<file path="config.mk">
export PLATFORM = sky130hd
export DESIGN_NAME = keypad_digit_capture
export DESIGN_NICKNAME = d
export VERILOG_FILES = /design/src/rtl/kd_pkg.sv /design/src/rtl/kd_debounce.sv /design/src/rtl/kd_key_events.sv /design/src/rtl/kd_digit_store.sv /design/src/rtl/keypad_digit_capture.sv
export SDC_FILE = /design/constraint.sdc
export NUM_CORES = 1
export LEC_CHECK = 0
export ABC_AREA = 1
export CAP_MARGIN = 25
export CORE_MARGIN = 2
export CORE_UTILIZATION = 40
export DETAILED_ROUTE_END_ITERATION = 12
export DONT_BUFFER_PORTS = 1
export PLACE_DENSITY = 0.6
export SLEW_MARGIN = 10
export SYNTH_ARGS = -nofsm -noshare
export SYNTH_HDL_FRONTEND = slang
export SYNTH_SLANG_ARGS = --single-unit
</file>
<file path="constraint.sdc">
create_clock -name clk -period 1.37 [get_ports clk]
set_input_delay 0.2055 -clock clk [delete_from_list [all_inputs] [get_ports clk]]
set_output_delay 0.2055 -clock clk [all_outputs]
set_load 0.01 [all_outputs]
</file>
<file path="src/rtl/kd_pkg.sv">
package kd_pkg;
    typedef enum logic [1:0] {
        ST_ONHOOK = 2'd0,
        ST_DIAL   = 2'd1,
        ST_FULL   = 2'd2
    } dial_state_t;
endpackage

</file>
<file path="src/rtl/kd_debounce.sv">
module kd_debounce #(
    parameter int W      = 8,
    parameter int STABLE = 25
) (
    input  logic         clk,
    input  logic         rst_n,
    input  logic [W-1:0] raw,
    output logic [W-1:0] clean
);
    localparam int CW = $clog2(STABLE + 1);

    logic [W-1:0]  samp;
    logic [CW-1:0] run;

    always_ff @(posedge clk) begin
        if (!rst_n) begin
            samp  <= '1;
            run   <= '0;
            clean <= '1;
        end else begin
            samp <= raw;
            if (raw != samp) begin
                run <= CW'(1);
            end else if (run < CW'(STABLE)) begin
                run <= run + 1'b1;
            end
            if (raw == samp && run >= CW'(STABLE - 1)) begin
                clean <= raw;
            end
        end
    end
endmodule

</file>
<file path="src/rtl/kd_key_events.sv">
module kd_key_events #(
    parameter int NUM_KEYS = 8,
    parameter int DW       = 4
) (
    input  logic                clk,
    input  logic                rst_n,
    input  logic [NUM_KEYS-1:0] clean,
    output logic                rel_pulse,
    output logic [DW-1:0]       rel_digit,
    output logic                redial_press
);
    localparam int NDK = NUM_KEYS - 1;
    localparam int RED = NUM_KEYS - 1;

    logic [NUM_KEYS-1:0] prev;

    always_ff @(posedge clk) begin
        if (!rst_n) prev <= '1;
        else        prev <= clean;
    end

    // lowest-numbered low key of the held pattern wins
    always_comb begin
        rel_digit = '0;
        for (int i = NDK - 1; i >= 0; i--) begin
            if (!prev[i]) rel_digit = DW'(i);
        end
    end

    assign rel_pulse    = (~&prev[NDK-1:0]) && (&clean[NDK-1:0]);
    assign redial_press = prev[RED] && !clean[RED];
endmodule

</file>
<file path="src/rtl/kd_digit_store.sv">
module kd_digit_store #(
    parameter int NUM_DIGITS = 8,
    parameter int DW         = 4
) (
    input  logic                     clk,
    input  logic                     rst_n,
    input  logic                     clear,
    input  logic                     shift_en,
    input  logic [DW-1:0]            din,
    output logic [NUM_DIGITS*DW-1:0] work,
    output logic [NUM_DIGITS*DW-1:0] saved,
    output logic [$clog2(NUM_DIGITS+1)-1:0] count
);
    localparam int TOT = NUM_DIGITS * DW;
    localparam int CW  = $clog2(NUM_DIGITS + 1);

    logic [TOT-1:0] shifted;

    for (genvar g = 0; g < NUM_DIGITS; g++) begin : g_lane
        if (g == 0) begin : g_in
            assign shifted[DW-1:0] = din;
        end else begin : g_mv
            assign shifted[g*DW +: DW] = work[(g-1)*DW +: DW];
        end
    end

    always_ff @(posedge clk) begin
        if (!rst_n) begin
            work  <= '0;
            saved <= '0;
            count <= '0;
        end else if (clear) begin
            work  <= '0;
            count <= '0;
        end else if (shift_en) begin
            work  <= shifted;
            count <= count + 1'b1;
            if (count == CW'(NUM_DIGITS - 1)) saved <= shifted;
        end
    end
endmodule

</file>
<file path="src/rtl/keypad_digit_capture.sv">
module keypad_digit_capture #(
    parameter int NUM_DIGITS    = 8,
    parameter int DIGIT_W       = 4,
    parameter int NUM_KEYS      = 8,
    parameter int STABLE_CYCLES = 25
) (
    input  logic                              clk,
    input  logic                              rst_n,
    input  logic [NUM_KEYS-1:0]               key_n,
    input  logic                              clear_req,
    input  logic                              off_hook,
    output logic [NUM_DIGITS*DIGIT_W-1:0]     digits,
    output logic [$clog2(NUM_DIGITS+1)-1:0]   digit_count,
    output logic                              entry_done,
    output logic                              show_redial
);
    import kd_pkg::*;

    localparam int TOT = NUM_DIGITS * DIGIT_W;
    localparam int CW  = $clog2(NUM_DIGITS + 1);

    logic [NUM_KEYS-1:0] clean;
    logic                rel_pulse, redial_press, accept, last_digit, full;
    logic [DIGIT_W-1:0]  rel_digit;
    logic [TOT-1:0]      work, saved;
    dial_state_t         state, state_nx;

    kd_debounce #(.W(NUM_KEYS), .STABLE(STABLE_CYCLES)) u_deb (
        .clk(clk), .rst_n(rst_n), .raw(key_n), .clean(clean)
    );

    kd_key_events #(.NUM_KEYS(NUM_KEYS), .DW(DIGIT_W)) u_evt (
        .clk(clk), .rst_n(rst_n), .clean(clean),
        .rel_pulse(rel_pulse), .rel_digit(rel_digit), .redial_press(redial_press)
    );

    kd_digit_store #(.NUM_DIGITS(NUM_DIGITS), .DW(DIGIT_W)) u_store (
        .clk(clk), .rst_n(rst_n), .clear(clear_req), .shift_en(accept),
        .din(rel_digit), .work(work), .saved(saved), .count(digit_count)
    );

    // state register
    always_ff @(posedge clk) begin
        if (!rst_n) state <= ST_ONHOOK;
        else        state <= state_nx;
    end

    // next state
    always_comb begin
        state_nx = state;
        if (clear_req) begin
            state_nx = off_hook ? ST_DIAL : ST_ONHOOK;
        end else begin
            unique case (state)
                ST_ONHOOK: if (off_hook) state_nx = full ? ST_FULL : ST_DIAL;
                ST_DIAL: begin
                    if (!off_hook)       state_nx = ST_ONHOOK;
                    else if (last_digit) state_nx = ST_FULL;
                end
                ST_FULL:   if (!off_hook) state_nx = ST_ONHOOK;
                default:   state_nx = ST_ONHOOK;
            endcase
        end
    end

    // outputs of the state machine
    always_comb begin
        full       = (digit_count == CW'(NUM_DIGITS));
        accept     = rel_pulse && off_hook && !clear_req && (state == ST_DIAL);
        last_digit = accept && (digit_count == CW'(NUM_DIGITS - 1));
        entry_done = full;
        digits     = show_redial ? saved : work;
    end

    always_ff @(posedge clk) begin
        if (!rst_n)                      show_redial <= 1'b0;
        else if (clear_req || !off_hook) show_redial <= 1'b0;
        else if (accept)                 show_redial <= 1'b0;
        else if (redial_press)           show_redial <= 1'b1;
    end
endmodule

</file>
==> flow_summary.yaml, run 1 <==
route:
  routed_wl_um: 8980
  vias: 3453
  avgViaCountPerCell: 4.78
  route.detailed.drc: 0
  drt_pre_antenna_iters: 4
  wl_per_cell_um: 12.4
  drtIter0Drc: 97
  final_antenna_net_count: 0
synthesis:
  ys_types: 31
  netlist_area_um2: 3790
  synth_cells: 554
  syn_area_per_cell_um2: 6.84
  synth_seq_area_share_pct: 44.4
  ys_warn_count: 0
  ys_ff_latch: 84
setup_path:
  crit_required_ns: 1.16
  start_kind: "flip-flop"
  crit_fanout: 8
  path_buf_inv: 3
  critPathMaxStageDelay_ns: 0.35
  criticalPathCategory: "reg2out"
  cp.arrival_ns: 1.20
  cp-end-kind: "output port"
  cp_cell_sequence: "inv_4 > buf_6 > nand2_1 > o21ai_2 > buf_4"
  path_delay_family: "buffers and inverters"
  slowest_stage: "dfxtp_2"
cells_and_area:
  layout_common_cells: "nand2_1 (115), inv_1 (85), dfxtp_1 (69)"
  layout_commonest_cell: "nand2_1"
  drive_gt1_share_pct: 25.3
  area_growth_pct: 30.4
  antenna_cells: 0
  fillers: 889
  nets: 623
  final_area_um2: 4940
cts:
  clkLatencyLatePin_ns: 0.36
  cts-root-buf: "clkbuf_8"
  tritoncts: "built"
  clk_pin_slew_ns: 0.09
  numClockSinks: 84
  h-tree-depth: 3
  cts_made_buffers: 9
  clk_path_buf_depth: 2
die:
  die_h_um: 101
  boundaryPins: 50
  initial_core_util_pct: 41.2
  rows: 35
  dieWidth_um: 101
  core_area_um2: 9200
  dieArea_um2: 10300
timing:
  clock_skew_ns: 0.0149
  fin_crit_sh_pct: 102
  setup_tns_ns: -0.318
  hold_viol: 0
  report.final.setup_viol: 17
  hold_slack_ns: 0.0173
  max_freq_mhz: 713
  period_needed_ns: 1.40
  slew_violations: 0
  finalWorstSetupSlack_ns: -0.0333
  rsz0062_at_grt: "true"
global_route:
  track_usage_pct: 17.4
  overflow: 0
  grt_max_degree: 50
  grt_pass1_wl_um: 14200
  antenna_found_initial: 0
  grt_pass1_vias: 3151
power:
  vdd_drop_max_mv: 0.773
  power_density_nw_per_um2: 961
  total_leakage_power_nw: 2.35
run_status:
  outcome: "finished, violations left"
  violations: "setup timing"
placement:
  hpwl_um: 5480
  dpl_cell_area_um2: 4180
  port_buffers: 0
  dp_slack_ns: -0.0173
  gp_congestion: 0.790
hold_path:
  hold_class: "in2reg"
flow_run:
  maxCapViolations: 0
report_power, final:
| part | internal [mW] | switching, mW | leakage, nW |
|---|---|---|---|
| logic | 0.0915 | 0.141 | 1.56 |
| registers | 2.46 | 0.0107 | 0.678 |
| clock network | 1.09 | 0.953 | 0.113 |
area by class of cell:
cell class | instances | area, um2 | share of cell area [%]
multi-input cells | 350 | 1800 | 36.4
repair buffers | 66 | 703 | 14.2
well taps | 111 | 139 | 2.81
flip-flops and latches | 84 | 1700 | 34.5
inverters | 96 | 365 | 7.39
clock buffers | 10 | 138 | 2.78
clock inverters | 6 | 93.8 | 1.90
metrics by stage:
stage / instances / power [mW] / util, %
6_report: 723 / 4.75 / 53.7
2_1_floorplan: 561 / 2.68 / -
3_3_place_gp: 687 / 2.68 / 45.5
3_5_place_dp: 687 / 2.68 / 45.5
5_1_grt: 723 / 4.92 / 53.7
4_1_cts: 717 / 4.76 / 50.3
routing by layer:
layer | global-route usage, % | routed length, um
met1 | 22.2 | 4150
met2 | 29.1 | 4380
met3 | 3.17 | 338
met4 | 6.65 | 118
met5 | 0 | 0
flip-flops by register name, indices dropped and copies added (netlist names):
signal	cells
show_redial	1
state	2
u_deb.clean	8
u_deb.run	5
u_deb.samp	8
u_evt.prev	8
u_store.count	4
u_store.saved	24
u_store.work	24
logic make-up after synthesis:
group                    synth area share, %
XOR/XNOR                               0.231
flip-flops                              44.4
buffers and inverters                   14.2
AND/OR/NAND/NOR                         26.5
other                                 0.0990
AO/OA/AOI/OAI                           13.2
adder cells (fa/ha/maj)                 1.32
final timing paths:
path                                   from                             end  slack, ns  depth (start not counted)
hold / removal                     key_n[5]     u_deb.clean[5]$_SDFFE_PN1P_       0.02                          2
hold reg to reg   u_deb.run[4]$_SDFFE_PP0P_       u_deb.run[4]$_SDFFE_PP0P_       0.46                          2
setup reg to reg      state[1]$_SDFFE_PN0P_  u_store.saved[22]$_SDFFE_PN0P_      -0.01                          9
setup / recovery   show_redial$_SDFFE_PP0P_                      digits[26]      -0.03                          5
repair_timing:
item / 4_1_cts / 5_1_grt
gates cloned: 1 / 4
hold buffers: 10 / 0
buffers inserted: 3 / 2
resized for setup: 48 / 88
endpoints found under the setup margin: 37 / 92
hold endpoints to repair: 49 / 0
pin swaps: 4 / 25
synth_stat cells (all sizes together):
cell	instances	area share [%]
nor2	65	7.0
ha	4	1.3
a31oi	1	0.17
clkinv	1	0.099
nand4	5	0.83
xor2	1	0.23
inv	95	9.4
a22oi	1	0.20
dfxtp	84	44
nand2	128	13
buf	19	3.5
a21boi	2	0.40
nor4	1	0.17
nand3	26	3.6
conb	1	0.099
o21ai	70	9.2
clkbuf	12	1.2
o211ai	1	0.20
a21oi	23	3.0
nor3	10	1.3
or2	4	0.66
Power figures use the tool's default switching activity.
==> run 2: changes to the inputs <==
--- a/config.mk
+++ b/config.mk
@@ -9,10 +9,11 @@
 export CAP_MARGIN = 25
 export CORE_MARGIN = 2
 export CORE_UTILIZATION = 40
+export CTS_BUF_LIST = sky130_fd_sc_hd__clkbuf_8
 export DETAILED_ROUTE_END_ITERATION = 12
 export DONT_BUFFER_PORTS = 1
-export PLACE_DENSITY = 0.6
-export SLEW_MARGIN = 10
+export PLACE_DENSITY = 0.64
+export SLEW_MARGIN = 20
 export SYNTH_ARGS = -nofsm -noshare
 export SYNTH_HDL_FRONTEND = slang
 export SYNTH_SLANG_ARGS = --single-unit
==> run 2 against run 1 <==
Against the previous run: worst setup slack worse by 0.065 ns; the run still ends with setup timing left; register-to-register slack worse by 0.03 ns; global-route usage up 0.57 points; die area unchanged; critical path depth down 1.
==> flow_summary.yaml, run 2 (same netlist as run 1, synthesis figures left out) <==
cells_and_area:
  layout_commonest_cell: "nand2_1"
  largestRegisters: "u_store.saved: 24 flops, u_store.work: 24 flops"
  area_growth_pct: 38.4
  regArea_um2: 1700
  fillers: 820
  antenna_cells: 0
  layout_common_cells: "nand2_1 (99), inv_1 (86), dfxtp_1 (73)"
  nets: 633
  multiInputGateArea_um2: 2000
  drive_gt1_share_pct: 32.9
cts:
  clkLatencyLatePin_ns: 0.35
  numClockSinks: 84
  clk_path_buf_depth: 2
  cts-root-buf: "clkbuf_8"
  cts_made_buffers: 9
  h-tree-depth: 3
  clk_pin_slew_ns: 0.08
  tritoncts: "built"
die:
  die_h_um: 101
  boundaryPins: 50
  dieWidth_um: 101
  core_area_um2: 9200
  initial_core_util_pct: 41.2
  dieArea_um2: 10300
  rows: 35
timing:
  clock_skew_ns: 0.00995
  finalWorstSetupSlack_ns: -0.0982
  setup_tns_ns: -1.36
  fin_crit_sh_pct: 107
  report.final.setup_viol: 31
  hold_viol: 0
  rsz0062_at_grt: "true"
  slew_violations: 0
  max_freq_mhz: 681
  hold_slack_ns: 0.0163
  period_needed_ns: 1.47
route:
  drtIter0Drc: 79
  wl_per_cell_um: 13.5
  drt_pre_antenna_iters: 4
  avgViaCountPerCell: 4.89
  route.detailed.drc: 0
  final_antenna_net_count: 0
  vias: 3583
  routed_wl_um: 9870
global_route:
  track_usage_pct: 17.9
  overflow: 0
  grt_pass1_vias: 3248
  grt_pass1_wl_um: 14600
  grt_max_degree: 45
  antenna_found_initial: 0
setup_path:
  cp_cell_sequence: "inv_6 > buf_16 > o21ai_4 > buf_6"
  cp-end-kind: "output port"
  r2r_slack_ns: -0.04
  path_delay_family: "flip-flops"
  slowest_stage: "dfxtp_4"
  criticalPathCategory: "reg2out"
  crit_fanout: 15
  start_kind: "flip-flop"
  cp.arrival_ns: 1.26
  crit_required_ns: 1.16
  critPathMaxStageDelay_ns: 0.39
  path_buf_inv: 3
run_status:
  outcome: "finished, violations left"
  violations: "setup timing"
flow_run:
  maxCapViolations: 0
power:
  vdd_drop_max_mv: 0.531
  total_leakage_power_nw: 2.47
  power_density_nw_per_um2: 838
placement:
  port_buffers: 0
  hpwl_um: 5510
  gp_congestion: 0.823
hold_path:
  hold_class: "in2reg"
run 2: cell types whose count changed in the layout (fill, tap and decap cells not counted), moves of 3 or more:
cell	before	now
dfxtp_1	69	73
dfxtp_2	14	10
o21ai_4	1	4
o21ai_1	45	17
nand2_2	9	22
o21ai_2	20	46
nor2_4	4	7
nor2_2	6	3
nand2_1	115	99
run 2: path summary, 6_finish.rpt:
check | startpoint | to | cells after the start
setup / recovery | show_redial$_SDFFE_PP0P_ | digits[2] | 4
setup reg to reg | state[1]$_SDFFE_PN0P_ | u_store.work[13]$_SDFFE_PP0P_ | 9
hold reg to reg | u_deb.run[4]$_SDFFE_PP0P_ | u_deb.run[4]$_SDFFE_PP0P_ | 2
hold / removal | rst_n | u_deb.run[4]$_SDFFE_PP0P_ | 2
run 2: power by group:
part	switching, mW	total, mW	leakage [nW]	internal [mW]
logic	0.153	0.257	1.69	0.104
registers	0.0101	2.47	0.679	2.46
clock network	0.850	1.67	0.0977	0.819
run 2: per-layer routing:
| layer | wire length [um] | vias to the layer above | GRT usage, % | share of wire, % |
|---|---|---|---|---|
| met3 | 569 | 13 | 4.62 | 5.8 |
| met5 | 0 | - | 0 | 0 |
| met4 | 146 | 0 | 6.13 | 1.5 |
| met2 | 5060 | 93 | 32.3 | 51 |
| li1 | - | 1829 | - | - |
| met1 | 4080 | 1648 | 20.5 | 41 |
run 2: per-stage QoR:
| step | total power, mW | cells | setup slack [ns] | instance area (um2) | util (%) |
|---|---|---|---|---|---|
| final | 4.39 | 732 | -0.0982 | 5240 | 57.0 |
| after global routing | 4.55 | 732 | -0.137 | 5240 | 57.0 |
| after CTS | 4.39 | 722 | -0.103 | 4730 | 51.5 |
| after detailed placement | 2.68 | 692 | -0.0153 | 4230 | 46.0 |
| after global placement | 2.67 | 692 | 0.0147 | 4230 | 46.0 |
| after floorplan | 2.68 | 561 | 0.0433 | 3820 | - |
run 2: what timing repair did:
action                                  CTS  global route
endpoints found under the setup margin   40            92
cloned                                    2             7
pin swaps                                 8            25
gates resized for setup                  58           134
hold buffers                             11             0
endpoints found under the hold margin    44             0
setup buffers                             2             3
run 2: cell type report:
| cell class | instances | share of cell area [%] |
|---|---|---|
| tap | 111 | 2.65 |
| clock buffer | 9 | 2.36 |
| sequential | 84 | 32.4 |
| timing repair buffer | 76 | 16.4 |
| inverter | 96 | 6.97 |
| clock inverter | 6 | 1.12 |
| multi-input combinational | 350 | 38.2 |
